[config.mk]
export PLATFORM = sky130hd
export DESIGN_NAME = rst_cfg_ctrl
export DESIGN_NICKNAME = d
export VERILOG_FILES = /design/src/rtl/rcfg_pkg.sv /design/src/rtl/rcfg_lv_ctrl.sv /design/src/rtl/rcfg_cs_ctrl.sv /design/src/rtl/rst_cfg_ctrl.sv
export SDC_FILE = /design/constraint.sdc
export NUM_CORES = 1
export LEC_CHECK = 0
export ABC_AREA = 1
export BUFFER_PORTS_ARGS = -buffer_cell sky130_fd_sc_hd__buf_2
export CAP_MARGIN = 10
export CORE_AREA = 10 10 47 49
export CTS_CLUSTER_DIAMETER = 40
export DETAILED_ROUTE_END_ITERATION = 8
export DIE_AREA = 0 0 57 59
export PLACE_DENSITY = 0.6
export SETUP_SLACK_MARGIN = 0.02
export SLEW_MARGIN = 30
export SYNTH_ARGS = -nofsm -noshare
export SYNTH_HDL_FRONTEND = slang
export SYNTH_SLANG_ARGS = --single-unit
[constraint.sdc]
create_clock -name clk_i -period 1 [get_ports clk_i]
set_input_delay 0.2 -clock clk_i [delete_from_list [all_inputs] [get_ports clk_i]]
set_output_delay 0.2 -clock clk_i [all_outputs]
set_load 0.01 [all_outputs]
[src/rtl/rcfg_pkg.sv]
package rcfg_pkg;
  localparam int REG_W   = 8;
  localparam int BIT_LVR = 1;
  localparam int BIT_LVD = 2;
  localparam int BIT_CSR = 3;
  localparam int BIT_MCI = 4;

  typedef enum logic [1:0] {
    CLK_RC   = 2'b00,
    CLK_MAIN = 2'b01,
    CLK_PLL  = 2'b10,
    CLK_SUB  = 2'b11
  } clk_src_e;
endpackage

[src/rtl/rcfg_lv_ctrl.sv]
module rcfg_lv_ctrl (
  input  logic clk_i,
  input  logic rst_ni,
  input  logic hard_rst_i,
  input  logic soft_rst_i,
  input  logic wr_en_i,
  input  logic wr_rst_i,
  input  logic wr_det_i,
  input  logic det_ready_i,
  output logic lv_rst_q_o,
  output logic lv_det_q_o
);
  logic rst_q, det_q, rst_d, det_d;

  always_comb begin
    rst_d = rst_q;
    det_d = det_q;
    if (hard_rst_i) begin
      rst_d = 1'b1;
      det_d = 1'b1;
    end else if (soft_rst_i) begin
      rst_d = rst_q;
      det_d = det_q;
    end else if (wr_en_i) begin
      // detector may not drop while reset is armed
      det_d = wr_det_i | rst_q;
      if (!wr_rst_i)   rst_d = 1'b0;
      else if (!rst_q) rst_d = det_d & det_ready_i;
    end
  end

  always_ff @(posedge clk_i or negedge rst_ni) begin
    if (!rst_ni) begin
      rst_q <= 1'b1;
      det_q <= 1'b1;
    end else begin
      rst_q <= rst_d;
      det_q <= det_d;
    end
  end

  assign lv_rst_q_o = rst_q;
  assign lv_det_q_o = det_q;

  assert_hard_sets_R2: assert property (@(posedge clk_i) disable iff (!rst_ni)
    hard_rst_i |=> (rst_q && det_q));
  assert_soft_holds_R3: assert property (@(posedge clk_i) disable iff (!rst_ni)
    (soft_rst_i && !hard_rst_i) |=> ($stable(rst_q) && $stable(det_q)));
  assert_interlock_R6: assert property (@(posedge clk_i) disable iff (!rst_ni)
    rst_q |-> det_q);
  assert_arm_ready_R7: assert property (@(posedge clk_i) disable iff (!rst_ni)
    $rose(rst_q) |-> ($past(det_ready_i) || $past(hard_rst_i)));
endmodule

[src/rtl/rcfg_cs_ctrl.sv]
module rcfg_cs_ctrl
  import rcfg_pkg::*;
(
  input  logic     clk_i,
  input  logic     rst_ni,
  input  logic     any_rst_i,
  input  logic     wr_en_i,
  input  clk_src_e clk_src_i,
  input  logic     wr_cs_i,
  input  logic     wr_intv_i,
  output logic     cs_q_o,
  output logic     intv_q_o
);
  logic cs_q, intv_q;
  logic cs_wr_ok;

  assign cs_wr_ok = wr_en_i && (clk_src_i == CLK_RC);

  always_ff @(posedge clk_i or negedge rst_ni) begin
    if (!rst_ni) begin
      cs_q   <= 1'b0;
      intv_q <= 1'b0;
    end else if (any_rst_i) begin
      cs_q   <= 1'b0;
      intv_q <= 1'b0;
    end else begin
      if (cs_wr_ok) cs_q   <= wr_cs_i;
      if (wr_en_i)  intv_q <= wr_intv_i;
    end
  end

  assign cs_q_o   = cs_q;
  assign intv_q_o = intv_q;

  assert_rst_clears_R4: assert property (@(posedge clk_i) disable iff (!rst_ni)
    any_rst_i |=> (!cs_q && !intv_q));
  assert_cs_gated_R5: assert property (@(posedge clk_i) disable iff (!rst_ni)
    (wr_en_i && !any_rst_i && clk_src_i != CLK_RC) |=> $stable(cs_q));
  assert_intv_load_R5: assert property (@(posedge clk_i) disable iff (!rst_ni)
    (wr_en_i && !any_rst_i) |=> (intv_q == $past(wr_intv_i)));
endmodule

[src/rtl/rst_cfg_ctrl.sv]
module rst_cfg_ctrl
  import rcfg_pkg::*;
#(
  parameter int              MODE_W       = 3,
  parameter logic [MODE_W-1:0] PERSIST_MODE = 3'b011
) (
  input  logic              clk_i,
  input  logic              rst_ni,
  input  logic              pwr_rst_i,
  input  logic              ext_rst_i,
  input  logic              oth_rst_i,
  input  logic              wr_en_i,
  input  logic [REG_W-1:0]  wr_data_i,
  input  logic [1:0]        clk1_src_i,
  input  logic [MODE_W-1:0] mode_i,
  input  logic              det_ready_i,
  output logic [REG_W-1:0]  rd_data_o,
  output logic              lv_rst_en_o,
  output logic              lv_det_en_o,
  output logic              cs_rst_en_o,
  output logic              mcs_intv_short_o
);
  logic hard_rst, any_rst, persist;
  logic lvr_q, lvd_q, csr_q, mci_q;
  logic unused_wr_bits;

  assign hard_rst = pwr_rst_i | ext_rst_i;
  assign any_rst  = hard_rst | oth_rst_i;
  assign persist  = (mode_i == PERSIST_MODE);
  assign unused_wr_bits = ^{wr_data_i[0], wr_data_i[REG_W-1:BIT_MCI+1]};

  rcfg_lv_ctrl u_lv (
    .clk_i       (clk_i),
    .rst_ni      (rst_ni),
    .hard_rst_i  (hard_rst),
    .soft_rst_i  (oth_rst_i),
    .wr_en_i     (wr_en_i),
    .wr_rst_i    (wr_data_i[BIT_LVR]),
    .wr_det_i    (wr_data_i[BIT_LVD]),
    .det_ready_i (det_ready_i),
    .lv_rst_q_o  (lvr_q),
    .lv_det_q_o  (lvd_q)
  );

  rcfg_cs_ctrl u_cs (
    .clk_i     (clk_i),
    .rst_ni    (rst_ni),
    .any_rst_i (any_rst),
    .wr_en_i   (wr_en_i),
    .clk_src_i (clk_src_e'(clk1_src_i)),
    .wr_cs_i   (wr_data_i[BIT_CSR]),
    .wr_intv_i (wr_data_i[BIT_MCI]),
    .cs_q_o    (csr_q),
    .intv_q_o  (mci_q)
  );

  always_comb begin
    rd_data_o          = '0;
    rd_data_o[BIT_LVR] = lvr_q;
    rd_data_o[BIT_LVD] = lvd_q;
    rd_data_o[BIT_CSR] = csr_q;
    rd_data_o[BIT_MCI] = mci_q;
  end

  assign lv_rst_en_o      = lvr_q | persist;
  assign lv_det_en_o      = lvd_q | persist;
  assign cs_rst_en_o      = csr_q;
  assign mcs_intv_short_o = mci_q;

  assert_persist_R8: assert property (@(posedge clk_i) disable iff (!rst_ni)
    (mode_i == PERSIST_MODE) |-> (lv_rst_en_o && lv_det_en_o));
  assert_unused_zero_R1: assert property (@(posedge clk_i) disable iff (!rst_ni)
    (rd_data_o[0] == 1'b0) && (rd_data_o[REG_W-1:BIT_MCI+1] == '0));
  assert_write_lv_drop_R6: assert property (@(posedge clk_i) disable iff (!rst_ni)
    (wr_en_i && !any_rst && !wr_data_i[BIT_LVR]) |=> !rd_data_o[BIT_LVR]);
endmodule

==> results of run 1 <==
## synth_stat cells
cell type	n	area share, %
nand4_1	1	2.1
nand3b_1	1	2.5
a21oi_1	2	3.3
inv_1	8	10
buf_4	8	20
nor2_1	4	5.0
inv_2	1	1.2
dfstp_2	2	17
nor2_2	1	2.1
o21ai_0	1	1.7
nand2_1	12	15
conb_1	1	1.2
dfrtp_1	2	17
o21ai_1	1	1.7
## sequential cells by signal, summed over array words and instances (netlist names)
name	count
u_lv.lv_rst_q_o	1
u_cs.cs_q_o	1
u_lv.lv_det_q_o	1
u_cs.intv_q_o	1
## cells by family (layout without fill, tap and decap cells)
logic type	Yosys count	count (layout)	synth area share (%)
and+or+nand+nor	19	19	26.67
AOI/OAI and AO/OA	4	4	6.664
other	1	4	1.249
DFF	4	4	34.17
buffers and inverters	17	38	31.25
## per-layer routing
| metal | GRT usage, % | vias up | share of wire, % |
|---|---|---|---|
| met2 | 6.512 | 23 | 45 |
| met1 | 4.699 | 130 | 40 |
| met3 | 3.648 | 0 | 15 |
| li1 | - | 168 | - |
| met4 | 5.034 | 0 | 0 |
| met5 | 0 | - | 0 |
## final cells by class
class	instances	area, um2
clock buffers	4	26.28
fillers	168	960.9
flip-flops and latches	4	102.6
inverters	9	33.78
multi-input cells	27	115.1
well taps	16	20.02
repair buffers	25	142.6
## critical path, cell delays in order, from the launching register on
cell	delay [ns]
dfstp_2	0.54
inv_1	0.04
nand2_1	0.05
buf_2	0.12
## worst min path at each step
stage / start / endpoint / slack, ns
2_1_floorplan: rst_ni / u_cs.cs_q_o$_DFFE_PN0P_ / -0.1
3_3_place_gp: rst_ni / u_cs.intv_q_o$_DFFE_PN0P_ / 0.005
3_5_place_dp: rst_ni / u_cs.intv_q_o$_DFFE_PN0P_ / 0.007
4_1_cts: pwr_rst_i / u_lv.lv_det_q_o$_DFFE_PN1P_ / 0.19
5_1_grt: wr_data_i[4] / u_cs.intv_q_o$_DFFE_PN0P_ / 0.21
6_report: pwr_rst_i / u_lv.lv_det_q_o$_DFFE_PN1P_ / 0.20
## per-stage QoR
stage / hold slack, ns / utilization (%) / setup WS [ns]
finish: 0.1971 / 31.43 / -0.1851
global route: 0.2101 / 31.43 / -0.2314
CTS: 0.1895 / 30.63 / -0.2013
detailed placement: 0.006743 / 27.59 / 0.04064
global placement: 0.005492 / 27.59 / 0.04466
floorplan: -0.09559 / - / 0.1376
## power by group through the flow
stage / sequential [uW] / clock, uW / combinational, uW
after detailed placement: 173 / 0 / 79.8
after global routing: 172 / 242 / 98.3
after global placement: 173 / 0 / 78.1
after floorplan: 173 / 0 / 51.2
after CTS: 172 / 231 / 84.5
final: 172 / 219 / 86.2
## timing repair
item	4_1_cts	5_1_grt
buffers inserted	0	1
hold buffers	1	0
endpoints found under the hold margin	4	0
pin swaps	0	1
resized for setup	2	1
setup endpoints to repair	6	9
==> flow_summary.json, run 1 <==
{
  "skew_ns": 0.00003123,
  "grt_max_degree": 5,
  "comb_power_share_pct": 18.1,
  "status": "finished with violations",
  "syn_area_um2": 300.3,
  "insertion_delay_ns": 0.23,
  "ios": 32,
  "cap_violations": 0,
  "dp.cells": 79,
  "setup_tns_ns": -0.6277,
  "start_util_pct": 21.43,
  "start_kind": "flip-flop",
  "final_cell_mix": "22 x buf_2, 12 x nand2_1, 7 x inv_1, 4 x nor2_1, 4 x conb_1",
  "whs_path_depth": 3,
  "rsz0062_at_grt": "yes",
  "fin_total_pwr_uw": 476.7,
  "syn_area_per_cell_um2": 6.673,
  "die_area_um2": 3363,
  "yosys_warnings": 0,
  "fin_crit_sh_pct": 118.5,
  "netlist_instances": 45,
  "hp-class": "in -> reg",
  "reg2reg_to": "u_lv.lv_rst_q_o$_DFFE_PN1P_",
  "finalCriticalPeriod_ns": 1.185,
  "p_int_uw": 360.4,
  "worstPathRequired_ns": 0.80,
  "nNetsFinal": 90,
  "routedWlPerCell_um": 10.02,
  "final_cell_count_no_fill": 85,
  "slew_viol_final": 0,
  "setup_slack_ns": -0.1851,
  "seq_power_share_pct": 36.1,
  "endpoint_kind": "primary output",
  "overflow": 0,
  "numCtsBuffers": 3,
  "dpl_cell_area_um2": 386.6,
  "clockBufferDepth": 2,
  "drtIter0Drc": 0,
  "failed_checks": "setup timing",
  "areaGrowthSynthToFinish_pct": 46.67,
  "cts_root_buf": "clkbuf_4",
  "design_area_um2": 440.4,
  "critPathMaxFanout": 3,
  "clkTransAtPathRegs_ns": 0.04,
  "layout_commonest_cell": "buf_2",
  "die_y_um": 59,
  "seq_area_frac_synth_pct": 34.17,
  "antenna_found_initial": 0,
  "htree_levels": 1,
  "grt_pass1_vias": 321,
  "core_area_um2": 1401,
  "worstSetupPathType": "reg -> out",
  "switchingPower_uw": 116.3,
  "ant_nets": 0,
  "place_congestion": 0.6264,
  "dp_hpwl_um": 779.8,
  "critPathArrivalTime_ns": 0.99,
  "track_usage_pct": 4.909,
  "rows": 14,
  "io_buffers": 23,
  "vias": 321,
  "p_per_area_nw_per_um2": 1082,
  "vias_per_cell": 3.776,
  "ys_ff_latch": 4,
  "cts_tree": "yes",
  "fp.dieW_um": 57,
  "reg2reg_from": "u_lv.lv_rst_q_o$_DFFE_PN1P_",
  "grt_pass1_wl_um": 1269,
  "r2r_setup_slack_ns": 0.10,
  "setup_viol": 4,
  "critPathCapture": "lv_det_en_o",
  "ff2ff_path_depth": 4,
  "crit_start": "u_lv.lv_det_q_o$_DFFE_PN1P_",
  "cts.sinks": 4,
  "leakage_uw": 0.0002684,
  "clkPwrFrac_pct": 45.9,
  "diodes": 0,
  "drt-total-wl_um": 852,
  "dr.pass1.iters": 1,
  "drc": 0,
  "hold_viol_final": 0,
  "fmax_ghz": 0.8438,
  "vdd_drop_max_v": 0.0004197,
  "synth_cell_types": 14,
  "layout-drive-gt1-share_pct": 46.38,
  "swShare_pct": 24.40
}
Power figures use the tool's default switching activity.
==> run 2: changes to the inputs <==
--- a/config.mk
+++ b/config.mk
@@ -11,2 +11,3 @@
 export CORE_AREA = 10 10 47 49
+export CTS_BUF_LIST = sky130_fd_sc_hd__clkbuf_4 sky130_fd_sc_hd__clkbuf_8
 export CTS_CLUSTER_DIAMETER = 40
==> constraint.sdc (replaced) <==
create_clock -name clk_i -period 1 [get_ports clk_i]
set_input_delay 0.15 -clock clk_i [delete_from_list [all_inputs] [get_ports clk_i]]
set_output_delay 0.15 -clock clk_i [all_outputs]
set_load 0.01 [all_outputs]
==> run 2 against run 1 <==
Compared with the run above:
- the run still ends with setup timing left
- flip-flop and latch count unchanged
- core utilization increased by 0.27 points
- cell count unchanged
- clock power increased by 13%
- routed wire length increased by 0.23%
- critical endpoint unchanged
- largest cell class unchanged
- highest routed layer unchanged
==> flow_summary.json, run 2 (synthesis results as in run 1) <==
{
  "worstSetupPathType": "reg -> out",
  "numCtsBuffers": 3,
  "fp.dieW_um": 57,
  "grt_max_degree": 5,
  "antenna_found_initial": 0,
  "rsz0062_at_grt": "yes",
  "nNetsFinal": 90,
  "clockBufferDepth": 2,
  "p_per_area_nw_per_um2": 1136,
  "drt-total-wl_um": 854,
  "grt_pass1_vias": 321,
  "clkTransAtPathRegs_ns": 0.04,
  "setup_viol": 4,
  "place_congestion": 0.6264,
  "failed_checks": "setup timing",
  "fin_worst_hold_slack_ns": 0.1464,
  "dpl_cell_area_um2": 386.6,
  "design_area_um2": 444.2,
  "cts.sinks": 4,
  "cap_violations": 0,
  "critPathArrivalTime_ns": 0.99,
  "ant_nets": 0,
  "fmax_ghz": 0.8804,
  "die_area_um2": 3363,
  "rows": 14,
  "areaGrowthSynthToFinish_pct": 47.92,
  "vdd_drop_max_v": 0.0003952,
  "diodes": 0,
  "htree_levels": 1,
  "setup_tns_ns": -0.4307,
  "insertion_delay_ns": 0.23,
  "setup_slack_ns": -0.1359,
  "worstPathRequired_ns": 0.85,
  "endpoint_kind": "primary output",
  "ios": 32,
  "slowest_delay_ns": 0.54,
  "fin_crit_sh_pct": 113.6,
  "slew_viol_final": 0,
  "drc": 0,
  "cp_top_family": "flip-flops",
  "skew_ns": 0.00003123,
  "leakage_uw": 0.0002719,
  "critPathSlowestCell": "dfstp_2",
  "drtIter0Drc": 0,
  "core_area_um2": 1401,
  "layout-drive-gt1-share_pct": 47.83,
  "vias_per_cell": 3.776,
  "crit_buf_inv": 2,
  "fin_total_pwr_uw": 504.7,
  "status": "finished with violations",
  "vias": 321,
  "die_y_um": 59,
  "dr.pass1.iters": 1,
  "routedWlPerCell_um": 10.05,
  "hp-class": "in -> reg",
  "critPathMaxFanout": 3,
  "io_buffers": 23,
  "cts_tree": "yes",
  "layout_commonest_cell": "buf_2",
  "final_cell_mix": "22 x buf_2, 12 x nand2_1, 7 x inv_1",
  "grt_pass1_wl_um": 1269,
  "cp_cell_sequence": "inv_1, nand2_1, buf_2",
  "overflow": 0,
  "dp_hpwl_um": 779.8,
  "track_usage_pct": 4.909,
  "finalCriticalPeriod_ns": 1.136,
  "start_util_pct": 21.43,
  "start_kind": "flip-flop",
  "cts_root_buf": "clkbuf_4",
  "hold_viol_final": 0
}
==> run 2: final cells by class <==
| type | count | area [um2] |
|---|---|---|
| clock buffer | 4 | 30.03 |
| fill | 168 | 957.2 |
| inverter | 9 | 33.78 |
| multi-input combinational | 27 | 115.1 |
| sequential | 4 | 102.6 |
| tap | 16 | 20.02 |
| timing repair buffer | 25 | 142.6 |
==> run 2: final timing paths <==
kind	to	cells after the start	slack [ns]	start
max reg2reg	u_lv.lv_rst_q_o$_DFFE_PN1P_	4	0.10	u_lv.lv_rst_q_o$_DFFE_PN1P_
min	u_lv.lv_det_q_o$_DFFE_PN1P_	3	0.15	pwr_rst_i
max	lv_det_en_o	3	-0.14	u_lv.lv_det_q_o$_DFFE_PN1P_
min in group asynchronous	u_cs.intv_q_o$_DFFE_PN0P_	2	0.25	rst_ni
min reg2reg	u_lv.lv_det_q_o$_DFFE_PN1P_	2	0.54	u_lv.lv_det_q_o$_DFFE_PN1P_
max in group asynchronous	u_lv.lv_rst_q_o$_DFFE_PN1P_	2	0.54	rst_ni
==> run 2: metal layers <==
metal | part of all wire (%) | routed length, um | track usage (%)
met5 | 0 | 0 | 0
met4 | 0 | 0 | 5.034
met3 | 15 | 125 | 3.648
met2 | 46 | 389 | 6.512
met1 | 40 | 339 | 4.699
==> run 2: power breakdown <==
part / switching [uW] / total, uW / internal (uW)
Sequential: 3.29 / 172 / 169
Combinational: 44.2 / 86.2 / 41.9
Clock: 69.7 / 247 / 177
Total: 117 / 505 / 387
==> run 2: timing repair <==
item,4_1_cts,5_1_grt
setup buffers,0,1
endpoints found under the hold margin,4,0
gates resized for setup,2,1
endpoints found under the setup margin,4,5
pin swaps,0,1
hold buffers,1,0
==> run 2: tightest hold or removal path: stages <==
cell and delay (ns):
buf_2 0.07, inv_1 0.04, nand4_1 0.08
==> run 2: per-stage QoR <==
step | setup slack, ns | utilization [%] | instances
2_1_floorplan | 0.1453 | - | 48
3_3_place_gp | 0.09265 | 27.59 | 79
3_5_place_dp | 0.06690 | 27.59 | 79
4_1_cts | -0.1529 | 30.89 | 84
5_1_grt | -0.1826 | 31.70 | 85
6_report | -0.1359 | 31.70 | 85
==> run 3: changes to the inputs <==
CELL_PAD_IN_SITES_DETAIL_PLACEMENT = 1   (was default)
CELL_PAD_IN_SITES_GLOBAL_PLACEMENT = 2   (was default)
CORE_AREA = default   (was 10 10 47 49)
CORE_MARGIN = 2   (was default)
CORE_UTILIZATION = 15   (was default)
DIE_AREA = default   (was 0 0 57 59)
PLACE_DENSITY = 0.79   (was 0.6)
==> run 3 against run 2 <==
Compared with the run above:
- the run still ends with setup timing left
- via count up 6.2%
- critical path type unchanged
- combinational power up 14%
- flip-flop and latch count unchanged
- first-iteration DRC count up 1
- worst setup slack better by 0.0068 ns
- critical path depth unchanged
- worst hold slack better by 0.0055 ns
==> flow_summary.json, run 3 (synthesis results as in run 1) <==
{
  "htree_levels": 1,
  "drc": 0,
  "nFillCells": 263,
  "failed_checks": "setup timing",
  "cts_tree": "yes",
  "worstSetupPathType": "reg -> out",
  "numCtsBuffers": 3,
  "reg2reg_to": "u_lv.lv_rst_q_o$_DFFE_PN1P_",
  "die_y_um": 48.74,
  "areaGrowthSynthToFinish_pct": 66.25,
  "dp_hpwl_um": 656.6,
  "grt_pass1_wl_um": 1131,
  "ios": 32,
  "layout-drive-gt1-share_pct": 55.56,
  "endpoint_kind": "primary output",
  "rsz0062_at_grt": "yes",
  "grt_max_degree": 5,
  "drtIter0Drc": 1,
  "io_buffers": 23,
  "skew_ns": 0.00002362,
  "vias_per_cell": 3.444,
  "cts_root_buf": "clkbuf_4",
  "hp-class": "in -> reg",
  "clockBufferDepth": 2,
  "final_cell_mix": "22 x buf_2, 10 x nand2_1, 6 x inv_1",
  "drt-total-wl_um": 755,
  "status": "finished with violations",
  "start_util_pct": 15.63,
  "fin_worst_hold_slack_ns": 0.1519,
  "r2r_setup_slack_ns": -0.10,
  "whs_endpoint": "u_cs.cs_q_o$_DFFE_PN0P_",
  "fin_util_pct": 25.98,
  "reg2reg_from": "u_lv.lv_rst_q_o$_DFFE_PN1P_",
  "core_area_um2": 1922,
  "grt_pass1_vias": 319,
  "rows": 16,
  "diodes": 0,
  "critPathMaxFanout": 3,
  "vdd_drop_max_v": 0.0002050,
  "whs_path_depth": 3,
  "critPathArrivalTime_ns": 0.98,
  "ant_nets": 0,
  "min_from": "wr_data_i[3]",
  "overflow": 0,
  "dr_wl_met3_um": 55,
  "die_area_um2": 2376,
  "wl_met2_um": 398,
  "leakage_uw": 0.0002941,
  "layout_commonest_cell": "buf_2",
  "start_kind": "flip-flop",
  "met1_length_um": 280,
  "setup_viol": 6,
  "clkTransAtPathRegs_ns": 0.04,
  "setup_slack_ns": -0.1291,
  "vias": 341,
  "finalCriticalPeriod_ns": 1.129,
  "fp.dieW_um": 48.74,
  "nNetsFinal": 93,
  "dpl_cell_area_um2": 400.4,
  "place_congestion": 0.6120,
  "track_usage_pct": 6.311,
  "dr.pass1.iters": 2,
  "routedWlPerCell_um": 7.626,
  "p_per_area_nw_per_um2": 1024,
  "antenna_found_initial": 0,
  "cts.sinks": 4,
  "slew_viol_final": 0,
  "fmax_ghz": 0.8856,
  "highest_layer": "met4",
  "cap_violations": 0,
  "fin_crit_sh_pct": 112.9,
  "hold_viol_final": 0,
  "design_area_um2": 499.2,
  "insertion_delay_ns": 0.23,
  "ff2ff_path_depth": 6,
  "worstPathRequired_ns": 0.85
}
-- run 3: cell count changes in the layout (fill, tap and decap cells not counted), sizes merged --
cell / previous run / this run
buf: 24 / 27
-- run 3: stage by stage --
| step | total power [uW] | worst slack, ns | TNS [ns] | cells |
|---|---|---|---|---|
| 2_1_floorplan | 224.6 | 0.1453 | 0 | 48 |
| 3_3_place_gp | 251.7 | 0.08196 | 0 | 90 |
| 3_5_place_dp | 253.6 | 0.05657 | 0 | 90 |
| 4_1_cts | 516.0 | -0.1394 | -0.3735 | 98 |
| 5_1_grt | 546.4 | -0.1874 | -0.7416 | 99 |
| 6_report | 511.1 | -0.1291 | -0.4717 | 99 |
-- run 3: where the power goes --
group          leakage, uW  internal (uW)  total [uW]  switching (uW)
logic             0.000227           49.0        98.5            49.5
clock network    0.0000184            177         240            63.9
registers        0.0000488            169         172            3.52
-- run 3: worst max path at each step --
stage | startpoint | endpoint | depth (start not counted)
4_1_cts | u_lv.lv_rst_q_o$_DFFE_PN1P_ | lv_rst_en_o | 3
3_5_place_dp | u_lv.lv_rst_q_o$_DFFE_PN1P_ | u_lv.lv_rst_q_o$_DFFE_PN1P_ | 4
3_3_place_gp | u_lv.lv_rst_q_o$_DFFE_PN1P_ | u_lv.lv_rst_q_o$_DFFE_PN1P_ | 4
6_report | u_lv.lv_rst_q_o$_DFFE_PN1P_ | lv_rst_en_o | 3
5_1_grt | u_lv.lv_rst_q_o$_DFFE_PN1P_ | lv_rst_en_o | 3
2_1_floorplan | u_lv.lv_rst_q_o$_DFFE_PN1P_ | u_lv.lv_rst_q_o$_DFFE_PN1P_ | 4
-- run 3: critical path, stage by stage (launching register included) --
cell and delay, ns:
dfstp_2 0.54, inv_2 0.04, nand2_1 0.05, buf_2 0.12
-- run 3: area by class of cell --
| class | instances | area [um2] | area share [%] |
|---|---|---|---|
| Clock buffer | 4 | 30.03 | 6.015 |
| Inverter | 9 | 33.78 | 6.767 |
| Tap cell | 27 | 33.78 | 6.767 |
| Sequential cell | 4 | 102.6 | 20.55 |
| Timing Repair Buffer | 28 | 165.2 | 33.08 |
| Multi-Input combinational cell | 27 | 133.9 | 26.82 |
-- run 3: layer usage --
metal	vias up	GRT usage, %
li1	174	-
met1	152	6.883
met2	13	9.817
met3	2	0.9259
met4	0	7.143
met5	-	0
-- run 3: repair_timing --
item | CTS | global route
hold buffers | 1 | 0
cloned | 0 | 0
pin swaps | 2 | 1
hold endpoints to repair | 4 | 0
setup endpoints to repair | 4 | 6
buffers inserted | 3 | 1
resized for setup | 6 | 3
